<file path="src/rtl/pwrdn_seq_pkg.sv">
package pwrdn_seq_pkg;

   typedef enum logic [4:0] {
      ST_IDLE,
      ST_HALT,
      ST_CLK_OFF,
      ST_IO_CLAMP,
      ST_L2_OFF,
      ST_RET_OFF,
      ST_BANK_OFF,
      ST_BANK_WAIT,
      ST_MEM_CLAMP,
      ST_HSW_OFF,
      ST_SETTLE,
      ST_POLL,
      ST_POLL_WAIT,
      ST_SUB_RST,
      ST_CORE_RST,
      ST_DONE,
      ST_FAIL
   } seq_st_e;

   function automatic int unsigned max3(input int unsigned a, input int unsigned b,
                                        input int unsigned c);
      int unsigned m;
      m = (a > b) ? a : b;
      return (m > c) ? m : c;
   endfunction

endpackage

</file>
<file path="src/rtl/pwrdn_seq_timer.sv">
module pwrdn_seq_timer #(
   parameter int CW = 8
) (
   input  logic          clk,
   input  logic          rst_n,
   input  logic          start_i,
   input  logic [CW-1:0] len_i,
   output logic          done_o
);
   logic [CW-1:0] cnt_q;

   always_ff @(posedge clk or negedge rst_n) begin
      if (!rst_n)              cnt_q <= '0;
      else if (start_i)        cnt_q <= len_i;
      else if (cnt_q != '0)    cnt_q <= cnt_q - 1'b1;
   end

   assign done_o = (cnt_q == CW'(1));

   AST_TMR_COUNTS_DOWN: assert property (@(posedge clk) disable iff (!rst_n)
      (!$past(start_i) && $past(cnt_q) != '0) |-> cnt_q == $past(cnt_q) - 1'b1);
endmodule

</file>
<file path="src/rtl/pwrdn_seq_banks.sv">
module pwrdn_seq_banks #(
   parameter int NB = 4,
   parameter int IW = 2
) (
   input  logic          clk,
   input  logic          rst_n,
   input  logic          clr_i,
   input  logic [IW-1:0] idx_i,
   output logic [NB-1:0] bank_o
);
   for (genvar i = 0; i < NB; i++) begin : g_bank
      always_ff @(posedge clk or negedge rst_n) begin
         if (!rst_n)                          bank_o[i] <= 1'b1;
         else if (clr_i && idx_i == IW'(i))   bank_o[i] <= 1'b0;
      end
   end

   AST_BANK_NEVER_ON: assert property (@(posedge clk) disable iff (!rst_n)
      (bank_o & ~$past(bank_o)) == '0);
   AST_BANK_LOWEST_FIRST: assert property (@(posedge clk) disable iff (!rst_n)
      bank_o != $past(bank_o) |-> bank_o == ($past(bank_o) & ($past(bank_o) - NB'(1))));
endmodule

</file>
<file path="src/rtl/pwrdn_seq_ctrl.sv">
module pwrdn_seq_ctrl
   import pwrdn_seq_pkg::*;
#(
   parameter int NUM_BANKS   = 20,
   parameter int BANK_WAIT   = 100000,
   parameter int SETTLE_WAIT = 100,
   parameter int POLL_GAP    = 100000,
   parameter int POLL_MAX    = 200,
   parameter int CW          = 17,
   parameter int IW          = 5
) (
   input  logic          clk,
   input  logic          rst_n,
   input  logic          stop_i,
   input  logic          halt_ack_i,
   input  logic          halt_idle_i,
   input  logic          hsw_ack_i,
   input  logic          tmr_done_i,
   output logic          tmr_start_o,
   output logic [CW-1:0] tmr_len_o,
   output logic          bank_clr_o,
   output logic [IW-1:0] bank_idx_o,
   output logic          halt_req_o,
   output logic          core_clk_en_o,
   output logic          io_clamp_o,
   output logic          l2_stby_n_o,
   output logic          slp_ret_n_o,
   output logic          mem_clamp_o,
   output logic          head_sw_on_o,
   output logic          sub_rst_o,
   output logic          core_rst_o,
   output logic          done_o,
   output logic          err_o,
   output logic          warn_o
);
   localparam int PW = $clog2(POLL_MAX + 1);
   localparam logic [IW-1:0] LAST_BANK = IW'(NUM_BANKS - 1);
   localparam logic [PW-1:0] LAST_POLL = PW'(POLL_MAX - 1);

   seq_st_e st_q, st_d;
   logic [PW-1:0] polls_q;
   logic accept;

   assign accept = stop_i && (st_q == ST_IDLE || st_q == ST_DONE || st_q == ST_FAIL);

   always_comb begin
      st_d        = st_q;
      tmr_start_o = 1'b0;
      tmr_len_o   = '0;
      bank_clr_o  = 1'b0;
      case (st_q)
         ST_IDLE, ST_DONE, ST_FAIL: if (accept) st_d = ST_HALT;
         ST_HALT:      if (halt_ack_i) st_d = ST_CLK_OFF;
         ST_CLK_OFF:   st_d = ST_IO_CLAMP;
         ST_IO_CLAMP:  st_d = ST_L2_OFF;
         ST_L2_OFF:    st_d = ST_RET_OFF;
         ST_RET_OFF:   st_d = ST_BANK_OFF;
         ST_BANK_OFF: begin
            bank_clr_o  = 1'b1;
            tmr_start_o = 1'b1;
            tmr_len_o   = CW'(BANK_WAIT);
            st_d        = ST_BANK_WAIT;
         end
         ST_BANK_WAIT:
            if (tmr_done_i) st_d = (bank_idx_o == LAST_BANK) ? ST_MEM_CLAMP : ST_BANK_OFF;
         ST_MEM_CLAMP: st_d = ST_HSW_OFF;
         ST_HSW_OFF: begin
            tmr_start_o = 1'b1;
            tmr_len_o   = CW'(SETTLE_WAIT);
            st_d        = ST_SETTLE;
         end
         ST_SETTLE:    if (tmr_done_i) st_d = ST_POLL;
         ST_POLL: begin
            if (!hsw_ack_i)                st_d = ST_SUB_RST;
            else if (polls_q == LAST_POLL) st_d = ST_FAIL;
            else begin
               tmr_start_o = 1'b1;
               tmr_len_o   = CW'(POLL_GAP);
               st_d        = ST_POLL_WAIT;
            end
         end
         ST_POLL_WAIT: if (tmr_done_i) st_d = ST_POLL;
         ST_SUB_RST:   st_d = ST_CORE_RST;
         ST_CORE_RST:  st_d = ST_DONE;
         default:      st_d = ST_IDLE;
      endcase
   end

   always_ff @(posedge clk or negedge rst_n) begin
      if (!rst_n) begin
         st_q          <= ST_IDLE;
         polls_q       <= '0;
         bank_idx_o    <= '0;
         core_clk_en_o <= 1'b1;
         io_clamp_o    <= 1'b0;
         l2_stby_n_o   <= 1'b1;
         slp_ret_n_o   <= 1'b1;
         mem_clamp_o   <= 1'b0;
         head_sw_on_o  <= 1'b1;
         sub_rst_o     <= 1'b0;
         core_rst_o    <= 1'b0;
         warn_o        <= 1'b0;
      end else begin
         st_q <= st_d;
         if (accept) begin
            polls_q    <= '0;
            bank_idx_o <= '0;
         end
         case (st_q)
            ST_HALT:      if (halt_ack_i && !halt_idle_i) warn_o <= 1'b1;
            ST_CLK_OFF:   core_clk_en_o <= 1'b0;
            ST_IO_CLAMP:  io_clamp_o    <= 1'b1;
            ST_L2_OFF:    l2_stby_n_o   <= 1'b0;
            ST_RET_OFF:   slp_ret_n_o   <= 1'b0;
            ST_BANK_WAIT:
               if (tmr_done_i && bank_idx_o != LAST_BANK) bank_idx_o <= bank_idx_o + 1'b1;
            ST_MEM_CLAMP: mem_clamp_o   <= 1'b1;
            ST_HSW_OFF:   head_sw_on_o  <= 1'b0;
            ST_POLL:
               if (hsw_ack_i && polls_q != LAST_POLL) polls_q <= polls_q + 1'b1;
            ST_SUB_RST:   sub_rst_o     <= 1'b1;
            ST_CORE_RST:  core_rst_o    <= 1'b1;
            default: ;
         endcase
      end
   end

   assign halt_req_o = (st_q == ST_HALT);
   assign done_o     = (st_q == ST_DONE);
   assign err_o      = (st_q == ST_FAIL);

   AST_POLL_BOUNDED: assert property (@(posedge clk) disable iff (!rst_n)
      polls_q <= LAST_POLL);
   AST_BUSY_IGNORES_STOP: assert property (@(posedge clk) disable iff (!rst_n)
      (stop_i && !halt_req_o && !done_o && !err_o && st_q != ST_IDLE) |=> !halt_req_o);
endmodule

</file>
<file path="src/rtl/pwrdn_seq.sv">
module pwrdn_seq
   import pwrdn_seq_pkg::*;
#(
   parameter int NUM_BANKS   = 20,
   parameter int BANK_WAIT   = 100000,
   parameter int SETTLE_WAIT = 100,
   parameter int POLL_GAP    = 100000,
   parameter int POLL_MAX    = 200
) (
   input  logic                 clk,
   input  logic                 rst_n,
   input  logic                 stop_i,
   input  logic                 halt_ack_i,
   input  logic                 halt_idle_i,
   input  logic                 hsw_ack_i,
   output logic                 halt_req_o,
   output logic                 core_clk_en_o,
   output logic                 io_clamp_o,
   output logic                 l2_stby_n_o,
   output logic                 slp_ret_n_o,
   output logic [NUM_BANKS-1:0] bank_pwr_o,
   output logic                 mem_clamp_o,
   output logic                 head_sw_on_o,
   output logic                 sub_rst_o,
   output logic                 core_rst_o,
   output logic                 done_o,
   output logic                 err_o,
   output logic                 warn_o
);
   localparam int unsigned MAXW = max3(BANK_WAIT, SETTLE_WAIT, POLL_GAP);
   localparam int CW = $clog2(MAXW + 1);
   localparam int IW = (NUM_BANKS > 1) ? $clog2(NUM_BANKS) : 1;

   if (NUM_BANKS < 1)   begin : g_bad_nb $error("NUM_BANKS must be at least 1"); end
   if (BANK_WAIT < 1)   begin : g_bad_bw $error("BANK_WAIT must be at least 1"); end
   if (SETTLE_WAIT < 1) begin : g_bad_sw $error("SETTLE_WAIT must be at least 1"); end
   if (POLL_GAP < 1)    begin : g_bad_pg $error("POLL_GAP must be at least 1"); end
   if (POLL_MAX < 1)    begin : g_bad_pm $error("POLL_MAX must be at least 1"); end

   logic          tmr_start, tmr_done, bank_clr;
   logic [CW-1:0] tmr_len;
   logic [IW-1:0] bank_idx;

   pwrdn_seq_ctrl #(
      .NUM_BANKS(NUM_BANKS), .BANK_WAIT(BANK_WAIT), .SETTLE_WAIT(SETTLE_WAIT),
      .POLL_GAP(POLL_GAP), .POLL_MAX(POLL_MAX), .CW(CW), .IW(IW)
   ) ctrl_i (
      .clk(clk), .rst_n(rst_n), .stop_i(stop_i),
      .halt_ack_i(halt_ack_i), .halt_idle_i(halt_idle_i), .hsw_ack_i(hsw_ack_i),
      .tmr_done_i(tmr_done), .tmr_start_o(tmr_start), .tmr_len_o(tmr_len),
      .bank_clr_o(bank_clr), .bank_idx_o(bank_idx),
      .halt_req_o(halt_req_o), .core_clk_en_o(core_clk_en_o), .io_clamp_o(io_clamp_o),
      .l2_stby_n_o(l2_stby_n_o), .slp_ret_n_o(slp_ret_n_o), .mem_clamp_o(mem_clamp_o),
      .head_sw_on_o(head_sw_on_o), .sub_rst_o(sub_rst_o), .core_rst_o(core_rst_o),
      .done_o(done_o), .err_o(err_o), .warn_o(warn_o)
   );

   pwrdn_seq_timer #(.CW(CW)) timer_i (
      .clk(clk), .rst_n(rst_n), .start_i(tmr_start), .len_i(tmr_len), .done_o(tmr_done)
   );

   pwrdn_seq_banks #(.NB(NUM_BANKS), .IW(IW)) banks_i (
      .clk(clk), .rst_n(rst_n), .clr_i(bank_clr), .idx_i(bank_idx), .bank_o(bank_pwr_o)
   );

   AST_HALT_REQ_HELD: assert property (@(posedge clk) disable iff (!rst_n)
      (halt_req_o && !halt_ack_i) |=> halt_req_o);
   AST_WARN_STICKY: assert property (@(posedge clk) disable iff (!rst_n)
      $past(warn_o) |-> warn_o);
   AST_CLK_OFF_AFTER_HALT: assert property (@(posedge clk) disable iff (!rst_n)
      $fell(core_clk_en_o) |-> (!halt_req_o && bank_pwr_o == '1));
   AST_CLAMP_AFTER_BANKS: assert property (@(posedge clk) disable iff (!rst_n)
      $rose(mem_clamp_o) |-> (bank_pwr_o == '0 && head_sw_on_o));
   AST_SUB_RST_AFTER_ACK: assert property (@(posedge clk) disable iff (!rst_n)
      $rose(sub_rst_o) |-> ($past(hsw_ack_i, 2) == 1'b0 && !head_sw_on_o));
   AST_DONE_ERR_EXCL: assert property (@(posedge clk) disable iff (!rst_n)
      !(done_o && err_o));
   AST_FAIL_NO_RST: assert property (@(posedge clk) disable iff (!rst_n)
      $rose(err_o) |-> !sub_rst_o);
   AST_RST_ORDER: assert property (@(posedge clk) disable iff (!rst_n)
      $rose(core_rst_o) |-> (sub_rst_o && $past(sub_rst_o)));
endmodule

</file>
<file path="config.mk">
export PLATFORM = sky130hd
export DESIGN_NAME = pwrdn_seq
export DESIGN_NICKNAME = d
export VERILOG_FILES = /design/src/rtl/pwrdn_seq_pkg.sv /design/src/rtl/pwrdn_seq_timer.sv /design/src/rtl/pwrdn_seq_banks.sv /design/src/rtl/pwrdn_seq_ctrl.sv /design/src/rtl/pwrdn_seq.sv
export SDC_FILE = /design/constraint.sdc
export NUM_CORES = 1
export LEC_CHECK = 0
export ABC_AREA = 0
export BUFFER_PORTS_ARGS = -buffer_cell sky130_fd_sc_hd__buf_4
export CAP_MARGIN = 20
export CELL_PAD_IN_SITES_DETAIL_PLACEMENT = 0
export CELL_PAD_IN_SITES_GLOBAL_PLACEMENT = 1
export CORE_ASPECT_RATIO = 0.6
export CORE_UTILIZATION = 46
export CTS_CLUSTER_DIAMETER = 80
export CTS_CLUSTER_SIZE = 28
export DETAILED_ROUTE_END_ITERATION = 6
export GPL_TIMING_DRIVEN = 0
export PLACE_DENSITY = 0.87
export SLEW_MARGIN = 20
export SYNTH_ARGS = -nofsm -noshare
export SYNTH_HDL_FRONTEND = slang
export SYNTH_SLANG_ARGS = --single-unit
export TNS_END_PERCENT = 20
</file>
<file path="constraint.sdc">
create_clock -name clk -period 2.36 [get_ports clk]
set_input_delay 0.118 -clock clk [delete_from_list [all_inputs] [get_ports clk]]
set_output_delay 0.118 -clock clk [all_outputs]
set_load 0.02 [all_outputs]
</file>
## After elaboration in Yosys (flattened, before gate mapping)

Cells that the tools add are included.

| word-level totals | value |
|---|---|
| register bits | 64 |
| output and inout bits | 32 |

| cells by class | value |
|---|---|
| add/sub/neg operators | 3 |
| eq/ne operators | 43 |
| mux-type cells | 23 |
| reductions and logical operators | 36 |

Operator list:

| cell | count |
|---|---|
| 5-bit by 4-bit equality test with 1-bit output, second input constant | 16 |
| 5-bit one-hot mux with 14 select lines | 1 |
| 17-bit two-way mux | 4 |
| 17-bit one-hot mux with 3 select lines | 1 |
| 5-bit two-way mux | 9 |
| 5-bit by 3-bit equality test with 1-bit output, second input constant | 8 |
| 5-bit equality test, second input constant | 5 |
| 1-bit logical AND | 24 |
| 8-bit two-way mux | 3 |
| 5-bit by 2-bit equality test with 1-bit output, second input constant | 4 |
| 17-bit by 1-bit equality test with 1-bit output, second input constant | 1 |
| 17-bit nonzero test | 1 |
| 17-bit by 1-bit subtractor with 17-bit output, second input constant | 1 |
| 5-bit by 1-bit equality test with 1-bit output, second input constant | 2 |
| 5-bit zero test | 2 |
| 8-bit by 1-bit adder with 8-bit output, second input constant | 1 |
| 8-bit equality test, second input constant | 1 |
| 8-bit inequality test, second input constant | 1 |
| 2-bit by 1-bit inequality test with 1-bit output, second input constant | 3 |
| 5-bit by 1-bit adder with 5-bit output, second input constant | 1 |
| 5-bit inequality test, second input constant | 1 |
| 4-bit two-way mux | 1 |
| 4-bit AND reduction | 1 |
| 2-bit OR reduction | 2 |
| other kinds (8) | 11 |

## Logic depth before layout (Yosys ltp)

| logic depth | value |
|---|---|
| depth in word-level cells | 7 |
| depth in mapped cells | 7 |

## Hierarchy

From an unflattened synthesis, not the netlist that was laid out.

| unflattened totals | value |
|---|---|
| cell total of the unflattened synthesis | 345 |
| area total of the unflattened synthesis | 3587.2 um2 |

Modules (own cells, without submodules):

| module | times used | cells an instance | area an instance (um2) |
|---|---|---|---|
| pwrdn_seq_ctrl | 1 | 169 | 1672.9 |
| pwrdn_seq_timer | 1 | 119 | 1123.6 |
| pwrdn_seq_banks | 1 | 57 | 790.8 |

## Worst setup path before layout

No wires, ideal clock.

| timing path | value |
|---|---|
| path kind | reg2reg |
| from | reg timer_i.cnt_q[5] |
| to | reg ctrl_i.st_q[2] |
| library setup time | 0.125 ns |
| arrival time | 1.704 ns |
| data required time | 2.235 ns |
| path slack | 0.531 ns |
| cell stages (with the launch flop) | 7 |
| period minus slack after synthesis | 1.829 ns |
| cells stage by stage | dfrtp_1 > nor4_2 > and4_1 > buf_6 > a221oi_2 > a211oi_4 > mux2_4 |

| between the ends | value |
|---|---|
| longest elaborated chain between the ends | 3 |

RTL lines:

| element | line | text |
|---|---|---|
| start: declaration | pwrdn_seq_timer.sv:10 | `logic [CW-1:0] cnt_q;` |
| start signal: assignment | pwrdn_seq_timer.sv:14 | `else if (start_i) cnt_q <= len_i;` |
| start signal: assignment | pwrdn_seq_timer.sv:15 | `else if (cnt_q != '0) cnt_q <= cnt_q - 1'b1;` |
| 17-bit by 1-bit equality test with 1-bit output * | pwrdn_seq_timer.sv:18 | `assign done_o = (cnt_q == CW'(1));` |
| 2-bit by 1-bit inequality test with 1-bit output (no source line) | n/a |  |
| 4-bit AND reduction (no source line) * | n/a |  |
| end signal: assignment | pwrdn_seq_ctrl.sv:104 | `st_q <= st_d;` |
| end: declaration | pwrdn_seq_ctrl.sv:40 | `seq_st_e st_q, st_d;` |

Mark *: on every way between the ends. The rest lies on a longest branch, timed or not.
A chain may end at the register's enable or synchronous reset.

## Final worst setup path

| timing path | value |
|---|---|
| from | reg timer_i.cnt_q[5] |
| to | reg ctrl_i.st_q[1] |

Same word-level chain as after synthesis.

==> results.tsv <==
stage	metric	value	unit
finish	antennaDiodeCount	0	
routing	wl_per_cell	15.61	um
synth	yosysSeqAreaShare	50.88	%
clock_network	cts_root_buffer	clkbuf_16	
placed_design	post-dp-hpwl	4780	um
synth	synth_area	3207	um2
floorplan	ios	38	
worst_hold_path	min-delay-path-class	primary input to register	
clock_network	htree_levels	3	
floorplan	fp-row-count	23	
finish	num-fill-cells	584	
clock_network	numCtsBuffers	9	
setup_path	critPathMaxFanout	8	
global_routing	antenna_found_initial	0	
synth	synth.distinct_cells	58	
routing	drt_iter0_markers	161	
global_routing	grt_max_degree	65	
synth	synthCells	296	
finish	nets	359	
timing	timing.fmax	0.4806	GHz
setup_path	critPathCaptureType	register	
floorplan	start_util	47.83	%
finish	layout-drive-gt1-share	30.37	%
synth	synth_fa_ha_area_share	3.121	%
synth	synth_top_family_by_area	simple AND/OR/NAND/NOR gates	
timing	maxSlewHeadroom	45.70	%
run	cap_violations	0	
finish	area_growth_syn_to_layout	20.44	%
clock_network	cts.path.max_buffers	2	
clock_network	cts_resized	0	
routing	wl	6806	um
timing	fin_skew	0.005067	ns
pwr	p_leak	1.638	nW
pwr	ir_drop	753.8	uV
setup_path	worst_ep_arrival_time	2.29	ns
routing	routed-via-count	2337	
routing	drc_errors	0	
floorplan	dieArea	7320	um2
synth	synth_top_flop_cell	dfrtp_1	
setup_path	worstSetupPathType	register to register	
synth	synth_compound_area_share	16.23	%
synth	synthSimpleGateAreaFrac	20.60	%
floorplan	core_area	6705	um2
synth	ys_seq_elements	64	
timing	finalHoldViolCount	0	
floorplan	die_y	66.68	um
synth	synthXorXnorAreaFrac	4.370	%
timing	fin_setup_tns	0	ns
timing	rsz0062_at_grt	false	
synth	synth.avg_cell_area	10.83	um2
global_routing	grt_pass1_wl	11090	um
clock_network	insertion_delay	0.33	ns
timing	hold_slack	0.04003	ns
timing	worst_pin_slew	0.8145	ns
global_routing	grt-ovfl-total	0	
synth	synth-async-reset-ratio	100.0	%
global_routing	track_usage	20.82	%
setup_path	start_kind	register	
timing	finalSetupViolCount	0	
synth	syn_nets	310	
outcome	status	complete, no violations	
setup_path	required	2.57	ns
clock_network	cts_tree	built	
clock_network	clkTransAtPathRegs	0.05	ns
routing	ant_nets	0	
floorplan	die_w	109.8	um
global_routing	grt_pass1_vias	2151	
clock_network	clock_sinks	64	
timing	period_share	88.16	%
placed_design	gp_congestion	0.8244	
timing	slew_violations	0	
routing	drt-pass1-iter-count	6	
placed_design	io_buffers	37	
synth	yosys_warnings	0	
pwr	powerDensity	1091	nW/um2
timing	min_period	2.081	ns
synth	synth_edf_count	0	
routing	routed_via_density	5.360	
synth	muxShareOfSynthArea	1.873	%
through the flow:
stage          setup WS (ns)  total power, mW  cell area (um2)  utilization (%)  instances
4_1_cts               0.2783            4.252             3862            57.60        436
2_1_floorplan         0.5308            2.632             3207                -        296
3_5_place_dp          0.3081            3.059             3593            53.59        420
6_report              0.2795            4.215             3862            57.60        436
5_1_grt               0.1252            4.480             3862            57.60        436
3_3_place_gp          0.3405            3.020             3593            53.59        420
cell type report:
cell class / instances / area, um2 / share of cell area (%)
clock buffer: 14 / 254.0 / 6.576
clock inverter: 1 / 5.005 / 0.1296
timing repair buffer: 38 / 287.8 / 7.451
tap: 87 / 108.9 / 2.818
buffer: 10 / 56.30 / 1.458
sequential: 64 / 1632 / 42.24
inverter: 10 / 37.54 / 0.9718
multi-input combinational: 212 / 1481 / 38.35
per-layer routing:
metal / wire (um) / vias up / GRT usage (%)
met3: 303 / 5 / 7.339
met5: 0 / - / 0
met2: 2691 / 42 / 25.86
li1: - / 1167 / -
met1: 3746 / 1123 / 32.36
met4: 65 / 0 / 6.500
placed cells by master, fill, tap and decap left out, types with 2 or more instances in the layout:
master	n
o21ai_0	13
a21oi_1	4
nor3_1	7
a21boi_1	8
a211oi_1	3
nand4_1	3
o21bai_1	2
nand2_1	17
clkbuf_16	9
o21ai_1	3
nand2b_1	6
a31o_2	3
inv_1	10
xor2_1	6
dfstp_2	24
nand3_1	16
or4_1	3
xnor2_1	10
and3_1	2
and2_1	4
nor2b_1	3
a21boi_0	14
o211ai_1	3
nor4_1	5
ha_1	8
buf_2	6
nor2_1	28
dfrtp_1	40
mux2_4	4
or3_1	3
clkbuf_1	6
buf_4	38
nor3_2	5
nor3b_2	3
o31ai_1	3
what timing repair did:
action / in CTS / in global routing
hold endpoints to repair: 40 / 0
hold buffers: 1 / 0
setup buffers: 0 / 0
path summary, 6_finish.rpt:
check / start / to / slack, ns / cells past startpoint
max in group asynchronous: rst_n / ctrl_i.st_q[1]$_DFFE_PN0P_ / 1.38 / 2
hold reg to reg: ctrl_i.mem_clamp_o$_DFFE_PN0P_ / ctrl_i.mem_clamp_o$_DFFE_PN0P_ / 0.45 / 1
min in group asynchronous: rst_n / timer_i.cnt_q[13]$_DFFE_PN0P_ / 0.41 / 2
setup reg to reg: timer_i.cnt_q[5]$_DFFE_PN0P_ / ctrl_i.st_q[1]$_DFFE_PN0P_ / 0.28 / 6
setup / recovery: timer_i.cnt_q[5]$_DFFE_PN0P_ / ctrl_i.st_q[1]$_DFFE_PN0P_ / 0.28 / 6
hold / removal: halt_ack_i / ctrl_i.warn_o$_DFFE_PN0P_ / 0.04 / 2
synthesized netlist by cell type (all sizes together) (5+ instances only):
master  instances  area, um2
a211oi          5      55.05
o21ai          16      80.07
nor3           12      85.08
nand2          18      75.07
dfrtp          40       1001
ha              8      100.1
nand3          17      90.09
a21oi           5      36.29
dfstp          24      630.6
nor4            6      43.79
buf             8      48.80
a21boi         22      165.2
inv            10      37.54
nor2           28      105.1
xnor2          10      87.58
xor2            6      52.55
nand2b          6      37.54
flip-flops by register name, indices dropped and copies added, names as in the netlist:
name                  cells
banks_i.bank_o           20
timer_i.cnt_q            17
ctrl_i.polls_q            8
ctrl_i.bank_idx_o         5
ctrl_i.st_q               5
ctrl_i.core_clk_en_o      1
ctrl_i.core_rst_o         1
ctrl_i.head_sw_on_o       1
ctrl_i.io_clamp_o         1
ctrl_i.l2_stby_n_o        1
ctrl_i.mem_clamp_o        1
ctrl_i.slp_ret_n_o        1
ctrl_i.sub_rst_o          1
ctrl_i.warn_o             1
worst max-delay path, cell delays in order (launching register included):
cell,delay [ns]
dfrtp_1,0.43
nor4_2,0.35
and4_1,0.26
buf_6,0.14
a221oi_2,0.08
a211oi_4,0.37
mux2_4,0.33
kinds of logic after synthesis:
logic type | count (synthesis)
fa+ha+maj | 8
simple gates | 115
compound gates | 69
flops | 64
xor+xnor | 16
mux | 4
buf+inv | 20
power breakdown:
| part | switching, mW | total, mW | internal, mW |
|---|---|---|---|
| registers | 0.190 | 1.48 | 1.29 |
| clock network | 0.433 | 1.16 | 0.731 |
| logic | 0.924 | 1.57 | 0.650 |
Power figures use the tool's default switching activity.
